--- src/rtl/ssw_pkg.sv ---
package ssw_pkg;
   typedef enum logic [2:0] {
      ST_INIT    = 3'd0,
      ST_MAIN    = 3'd1,
      ST_TO_BAK  = 3'd2,
      ST_BAK     = 3'd3,
      ST_TO_MAIN = 3'd4
   } ssw_state_t;

   localparam int FLAG_N     = 5;
   localparam int FI_MAIN_OK = 0;
   localparam int FI_MAIN_GT = 1;
   localparam int FI_BAK_GT  = 2;
   localparam int FI_PF_LOW  = 3;
   localparam int FI_MR      = 4;
endpackage

--- src/rtl/ssw_sync.sv ---
module ssw_sync #(
   parameter int WIDTH  = 5,
   parameter int STAGES = 2
) (
   input  logic             clk,
   input  logic             rst_n,
   input  logic [WIDTH-1:0] d,
   output logic [WIDTH-1:0] q
);
   logic [STAGES-1:0][WIDTH-1:0] chain;

   for (genvar s = 0; s < STAGES; s++) begin : g_stage
      if (s == 0) begin : g_first
         always_ff @(posedge clk or negedge rst_n)
            if (!rst_n) chain[s] <= '0;
            else        chain[s] <= d;
      end else begin : g_next
         always_ff @(posedge clk or negedge rst_n)
            if (!rst_n) chain[s] <= '0;
            else        chain[s] <= chain[s-1];
      end
   end

   assign q = chain[STAGES-1];
endmodule

--- src/rtl/ssw_mode_fsm.sv ---
module ssw_mode_fsm
   import ssw_pkg::*;
(
   input  logic clk,
   input  logic rst_n,
   input  logic main_ok,
   input  logic main_gt,
   input  logic bak_gt,
   output logic main_en,
   output logic bak_en,
   output logic bak_mode
);
   ssw_state_t st, st_nxt;

   always_comb begin
      st_nxt = st;
      case (st)
         ST_INIT:    st_nxt = ST_MAIN;
         ST_MAIN:    if (!main_ok && bak_gt && !main_gt) st_nxt = ST_TO_BAK;
         ST_TO_BAK:  st_nxt = ST_BAK;
         ST_BAK:     if (main_ok || main_gt) st_nxt = ST_TO_MAIN;
         ST_TO_MAIN: st_nxt = ST_MAIN;
         default:    st_nxt = ST_INIT;
      endcase
   end

   always_ff @(posedge clk or negedge rst_n)
      if (!rst_n) st <= ST_INIT;
      else        st <= st_nxt;

   assign main_en  = (st == ST_MAIN);
   assign bak_en   = (st == ST_BAK);
   assign bak_mode = (st == ST_TO_BAK) || (st == ST_BAK);


   main_priority_chk: assert property (@(posedge clk) disable iff (!rst_n)
      (main_ok && st == ST_MAIN) |=> st == ST_MAIN);

   gap_to_bak_chk: assert property (@(posedge clk) disable iff (!rst_n)
      st == ST_TO_BAK |=> st == ST_BAK);

   gap_to_main_chk: assert property (@(posedge clk) disable iff (!rst_n)
      st == ST_TO_MAIN |=> st == ST_MAIN);

   init_one_cycle_chk: assert property (@(posedge clk) disable iff (!rst_n)
      st == ST_INIT |=> st == ST_MAIN);
endmodule

--- src/rtl/ssw_out_gate.sv ---
module ssw_out_gate (
   input  logic bak_mode,
   input  logic main_ok,
   input  logic pf_low,
   input  logic mr_req,
   output logic pf_warn_n,
   output logic rst_out_n
);
   always_comb begin
      pf_warn_n = 1'b0;
      rst_out_n = 1'b0;
      if (!bak_mode) begin
         pf_warn_n = !pf_low;
         rst_out_n = main_ok && !mr_req;
      end
   end
endmodule

--- src/rtl/supply_switchover_ctrl.sv ---
module supply_switchover_ctrl
   import ssw_pkg::*;
#(
   parameter int SYNC_STAGES = 2
) (
   input  logic clk,
   input  logic rst_n,
   input  logic main_ok_raw,
   input  logic main_gt_bak_raw,
   input  logic bak_gt_main_raw,
   input  logic pf_low_raw,
   input  logic mr_req_raw,
   output logic main_sw_en,
   output logic bak_sw_en,
   output logic backup_mode,
   output logic pf_warn_n,
   output logic rst_out_n
);
   if (SYNC_STAGES < 2) begin : g_bad_sync
      $error("SYNC_STAGES must be at least 2");
   end

   logic [FLAG_N-1:0] flags_raw, flags_s;

   always_comb begin
      flags_raw             = '0;
      flags_raw[FI_MAIN_OK] = main_ok_raw;
      flags_raw[FI_MAIN_GT] = main_gt_bak_raw;
      flags_raw[FI_BAK_GT]  = bak_gt_main_raw;
      flags_raw[FI_PF_LOW]  = pf_low_raw;
      flags_raw[FI_MR]      = mr_req_raw;
   end

   ssw_sync #(.WIDTH(FLAG_N), .STAGES(SYNC_STAGES)) u_sync (
      .clk   (clk),
      .rst_n (rst_n),
      .d     (flags_raw),
      .q     (flags_s)
   );

   ssw_mode_fsm u_fsm (
      .clk      (clk),
      .rst_n    (rst_n),
      .main_ok  (flags_s[FI_MAIN_OK]),
      .main_gt  (flags_s[FI_MAIN_GT]),
      .bak_gt   (flags_s[FI_BAK_GT]),
      .main_en  (main_sw_en),
      .bak_en   (bak_sw_en),
      .bak_mode (backup_mode)
   );

   ssw_out_gate u_gate (
      .bak_mode  (backup_mode),
      .main_ok   (flags_s[FI_MAIN_OK]),
      .pf_low    (flags_s[FI_PF_LOW]),
      .mr_req    (flags_s[FI_MR]),
      .pf_warn_n (pf_warn_n),
      .rst_out_n (rst_out_n)
   );


   enable_excl_chk: assert property (@(posedge clk) disable iff (!rst_n)
      !(main_sw_en && bak_sw_en));

   bbm_to_bak_chk: assert property (@(posedge clk) disable iff (!rst_n)
      $rose(bak_sw_en) |-> !$past(main_sw_en));

   bbm_to_main_chk: assert property (@(posedge clk) disable iff (!rst_n)
      $rose(main_sw_en) |-> !$past(bak_sw_en));

   pf_forced_chk: assert property (@(posedge clk) disable iff (!rst_n)
      backup_mode |-> !pf_warn_n);

   rst_forced_chk: assert property (@(posedge clk) disable iff (!rst_n)
      backup_mode |-> !rst_out_n);

   no_entry_when_ok_chk: assert property (@(posedge clk) disable iff (!rst_n)
      (flags_s[FI_MAIN_OK] && !backup_mode) |=> !backup_mode);
endmodule

--- config.mk ---
export PLATFORM = sky130hd
export DESIGN_NAME = supply_switchover_ctrl
export DESIGN_NICKNAME = d
export VERILOG_FILES = /design/src/rtl/ssw_pkg.sv /design/src/rtl/ssw_sync.sv /design/src/rtl/ssw_mode_fsm.sv /design/src/rtl/ssw_out_gate.sv /design/src/rtl/supply_switchover_ctrl.sv
export SDC_FILE = /design/constraint.sdc
export NUM_CORES = 1
export LEC_CHECK = 0
export CORE_MARGIN = 2
export CORE_UTILIZATION = 25
export CTS_BUF_LIST = sky130_fd_sc_hd__clkbuf_8
export CTS_CLUSTER_DIAMETER = 100
export DETAILED_ROUTE_END_ITERATION = 6
export PLACE_DENSITY = 0.53
export REMOVE_ABC_BUFFERS = 1
export SLEW_MARGIN = 0
export SYNTH_ARGS = -nofsm -noshare
export SYNTH_HDL_FRONTEND = slang
export SYNTH_SLANG_ARGS = --single-unit
--- constraint.sdc ---
create_clock -name clk -period 1 [get_ports clk]
set_clock_uncertainty 0.15 [all_clocks]
set_input_delay 0.25 -clock clk [delete_from_list [all_inputs] [get_ports clk]]
set_output_delay 0.25 -clock clk [all_outputs]
set_load 0.05 [all_outputs]
==> impl_table.tex <==
\begin{tabular}{lr}
\hline
Metric & Value \\
\hline
\multicolumn{2}{l}{\textbf{Run status}} \\
\quad Result of the run & complete, but fails checks \\
\quad Violated checks & negative setup slack \\
\multicolumn{2}{l}{\textbf{Routing}} \\
\quad Vias post-DR & 311 \\
\quad Pre-antenna DRT Iters & 2 \\
\quad Antenna-violating nets left & 0 \\
\quad Per-cell via count in the routed design & 4.64 \\
\quad Average detailed-routed wire length per instance & 12.3 um \\
\quad Detailed-route DRC error count & 0 \\
\quad Iteration-0 DRC Markers & 1 \\
\quad Total Wirelength & a little over 800 um \\
\multicolumn{2}{l}{\textbf{Setup path}} \\
\quad Category of cells accounting for the largest share of critical-path delay & flip-flops \\
\quad Critical path buffers and inverters & 2 \\
\quad Arrival time worst endpoint & 1190 ps \\
\quad Critical path class & reg2out \\
\quad Reg-to-reg slack, setup & -310 ps \\
\quad Type of origin of the critical path & flip-flop \\
\quad CP max-delay cell & sky130\_fd\_sc\_hd\_\_dfrtp\_1 \\
\quad Critical Path, Cell by Cell & nor2b\_4, buf\_4, nor2\_4, buf\_12 \\
\quad Critical Path Sink Type & primary output \\
\quad CP max stage delay & 390 ps \\
\quad Required arrival time at the worst endpoint & about 600 ps \\
\quad Worst-path fanout max & 4 \\
\multicolumn{2}{l}{\textbf{Placed design}} \\
\quad Placer congestion estimate & roughly 0.64 \\
\quad Half-perimeter wire length after detailed placement & roughly 540 um \\
\quad Placed Cells & 61 \\
\quad Count of buffers from port buffering & 11 \\
\quad Minimum setup slack after placement & -383 ps \\
\multicolumn{2}{l}{\textbf{Timing}} \\
\quad Post-route setup slack & -587 ps \\
\quad Fmax achieved & about 0.63 GHz \\
\quad Fraction of the cycle the final worst path needs & 159\% \\
\quad Minimum clock period & 1590 ps \\
\quad Slew margin rel. & around 85\% \\
\quad Worst Tran Pin Value & roughly 220 ps \\
\quad Max-slew violation count & 0 \\
\quad Setup violations, final & 8 \\
\quad Final count of hold timing violations & 0 \\
\quad Unrepaired setup endpoints after global routing & true \\
\multicolumn{2}{l}{\textbf{Finish}} \\
\quad Final cell count without fillers & 67 \\
\quad Layout cell share with drive strength beyond 1 & 51.0\% \\
\quad Number of antenna cells inserted & 0 \\
\quad Final-stage net count & 59 \\
\quad Fill cell instance count of the final layout & 142 \\
\quad Synth-to-layout area growth & 82.9\% \\
\multicolumn{2}{l}{\textbf{Power and ir drop}} \\
\quad Switching power of the nets & 0.732 mW \\
\quad Clock power frac & approximately a fifth \\
\quad Leakage Power & 0.352 nW \\
\quad Largest voltage drop on the vdd net & between 1 and 1.5 mV \\
\quad Logic pwr share & 50.6\% \\
\quad Part of the total power dissipated in sequential elements & 29.3\% \\
\quad Switching portion of total power & 33.6\% \\
\quad Power density relative to cell area & 2810 mW/mm\^{}2 \\
\quad Internal power & about 1.4 mW \\
\multicolumn{2}{l}{\textbf{Clocking}} \\
\quad Maximum number of buffers from clock root to sink & 2 \\
\quad Worst-skew pair later-pin latency & 240 ps \\
\quad Clock slew at the register clock pins of the worst setup and hold paths & around 50 ps \\
\quad H-tree levels & 1 \\
\quad Number of buffers created by CTS & 3 \\
\quad Cell at the root of the clock tree & sky130\_fd\_sc\_hd\_\_clkbuf\_8 \\
\quad TritonCTS Sinks & 13 \\
\quad Clock tree from TritonCTS & yes \\
\multicolumn{2}{l}{\textbf{Synth}} \\
\quad Share of the synthesized area in the top cell type & 76.7\% \\
\quad Post-synthesis area per instance & 16.3 um\^{}2 \\
\quad Number of distinct library cell variants in the gate-level netlist after synthesis & 12 \\
\quad Top cells by area, synth & sky130\_fd\_sc\_hd\_\_dfrtp\_1, sky130\_fd\_sc\_hd\_\_a211oi\_1, sky130\_fd\_sc\_hd\_\_nor3b\_1, sky130\_fd\_sc\_hd\_\_nor2b\_4, sky130\_fd\_sc\_hd\_\_o211a\_1 \\
\quad Mapped Area & 424 um\^{}2 \\
\quad Flip-flop and latch count after synthesis & 13 \\
\quad Yosys top cell by area & sky130\_fd\_sc\_hd\_\_dfrtp\_1 \\
\quad Number of instances in the synthesized netlist & 26 \\
\quad Yosys synthesis warning count & 0 \\
\quad Sequential area share after synthesis & between 70 and 80\% \\
\multicolumn{2}{l}{\textbf{Run}} \\
\quad Max-cap check violation count & 0 \\
\multicolumn{2}{l}{\textbf{Global route}} \\
\quad Overflow after GRT & 0 \\
\quad Layer carrying the most global-route usage & met2 \\
\quad Met2 capacity usage during global routing & 18.0\% \\
\quad Global-route wire length before repair & 1.50 mm \\
\quad Number of antenna violations at the first check in global routing & 0 \\
\quad Number of global-route vias before repair & 329 \\
\quad Global routing usage on met1 & 10.7\% \\
\quad Pin count of the biggest net entering global routing & 14 \\
\quad Global-route met3 utilization & under 10\% \\
\quad GRT Overall Usage & 11.1\% \\
\multicolumn{2}{l}{\textbf{Floorplan}} \\
\quad Die Y & 45.2 um \\
\quad Row cnt & 14 \\
\quad Die area & 0.00204 mm\^{}2 \\
\quad Ports & 12 \\
\quad Width of the chip & 45.2 um \\
\quad Core Box Area & $\sim$0.0015 mm\^{}2 \\
\quad Starting utilization of the core area & 27.5\% \\
\multicolumn{2}{l}{\textbf{Hold path}} \\
\quad Worst hold path class & in2async \\
\hline
\end{tabular}
[kinds of logic after synthesis]
logic type | after synthesis | synth area share [%]
flops | 13 | 76.7
simple gates | 8 | 14.5
compound gates | 5 | 8.85
[worst register-to-register path, cell delays in order, from the launching register on]
cell and delay [ps]:
sky130_fd_sc_hd__dfrtp_1 390, sky130_fd_sc_hd__buf_4 140, sky130_fd_sc_hd__buf_6 120, sky130_fd_sc_hd__nor4b_4 280, sky130_fd_sc_hd__a211oi_2 100
[synth_stat cells]
cell and number:
sky130_fd_sc_hd__nor3b_1 2, sky130_fd_sc_hd__a211oi_1 2, sky130_fd_sc_hd__and2_1 1, sky130_fd_sc_hd__o21a_1 1
sky130_fd_sc_hd__o211a_1 1, sky130_fd_sc_hd__nor2_1 1, sky130_fd_sc_hd__and3_2 1, sky130_fd_sc_hd__dfrtp_1 13
sky130_fd_sc_hd__nor4b_1 1, sky130_fd_sc_hd__nor2b_4 1, sky130_fd_sc_hd__or2_1 1, sky130_fd_sc_hd__a21oi_1 1
[cells in the final DEF (no fill, tap or decap), drive strengths merged]
cell type / n
nor4b: 1
o21a: 1
a21oi: 1
and3: 1
nor2b: 1
buf: 15
a211oi: 2
nor3b: 2
o211a: 1
and2: 1
clkdlybuf4s50: 6
inv: 1
or2: 1
clkbuf: 3
nor2: 1
dfrtp: 13
[registers in the layout, summed over array words and instances (netlist names)]
signal        cells
u_sync.q          5
u_fsm.st          3
u_sync.chain      5
[metal layers]
metal | share of wire (%) | up-vias
met5 | 0 | -
met4 | 3.0 | 0
met3 | 5.8 | 4
met2 | 59 | 12
met1 | 31 | 154
li1 | - | 141
[path summary, 6_finish.rpt]
| kind | from | to | depth (start not counted) |
|---|---|---|---|
| worst max-delay path | u_fsm.st[1] | pf_warn_n | 4 |
| worst min-delay path | rst_n | u_sync.q[0] | 2 |
| worst max register to register | u_fsm.st[1] | u_fsm.st[0] | 4 |
| worst min register to register | u_sync.chain[0] | u_sync.q[0] | 0 |
| max in group asynchronous | rst_n | u_fsm.st[2] | 2 |
| min in group clk | u_sync.chain[0] | u_sync.q[0] | 0 |
[per-stage QoR]
step | util, % | cell area (um^2) | hold slack (ps) | power (mW) | setup TNS, ps
floorplan | - | 424 | -196 | 1.04 | -3960
finish | 50.3 | 776 | 153 | 2.18 | -3390
global placement | 43.1 | 664 | 182 | 1.60 | -1890
global route | 50.3 | 776 | 160 | 2.30 | -3780
detailed placement | 43.1 | 664 | 188 | 1.62 | -2150
CTS | 48.2 | 743 | 156 | 2.11 | -3330
[timing repair]
action / CTS / global route
setup endpoints to repair: 8 / 8
gates resized for setup: 6 / 6
buffers inserted: 2 / 3
hold buffers: 0 / 0
pin swaps: 4 / 5
[power groups by stage]
| stage | clock network [mW] | registers (mW) | logic, mW |
|---|---|---|---|
| final | 0.438 | 0.639 | 1.10 |
| after global routing | 0.495 | 0.650 | 1.16 |
| after global placement | 0 | 0.638 | 0.962 |
| after CTS | 0.455 | 0.638 | 1.02 |
| after detailed placement | 0 | 0.646 | 0.973 |
| after floorplan | 0 | 0.656 | 0.388 |
[layout make-up]
class / count / area [um^2] / area share [%]
Sequential cell: 13 / 325 / 41.9
Timing Repair Buffer: 21 / 243 / 31.3
Multi-Input combinational cell: 13 / 143 / 18.4
Clock buffer: 3 / 41.3 / 5.32
Tap cell: 16 / 20.0 / 2.58
Clock inverter: 1 / 3.75 / 0.484
No activity file was read; power rests on OpenSTA's default activity.
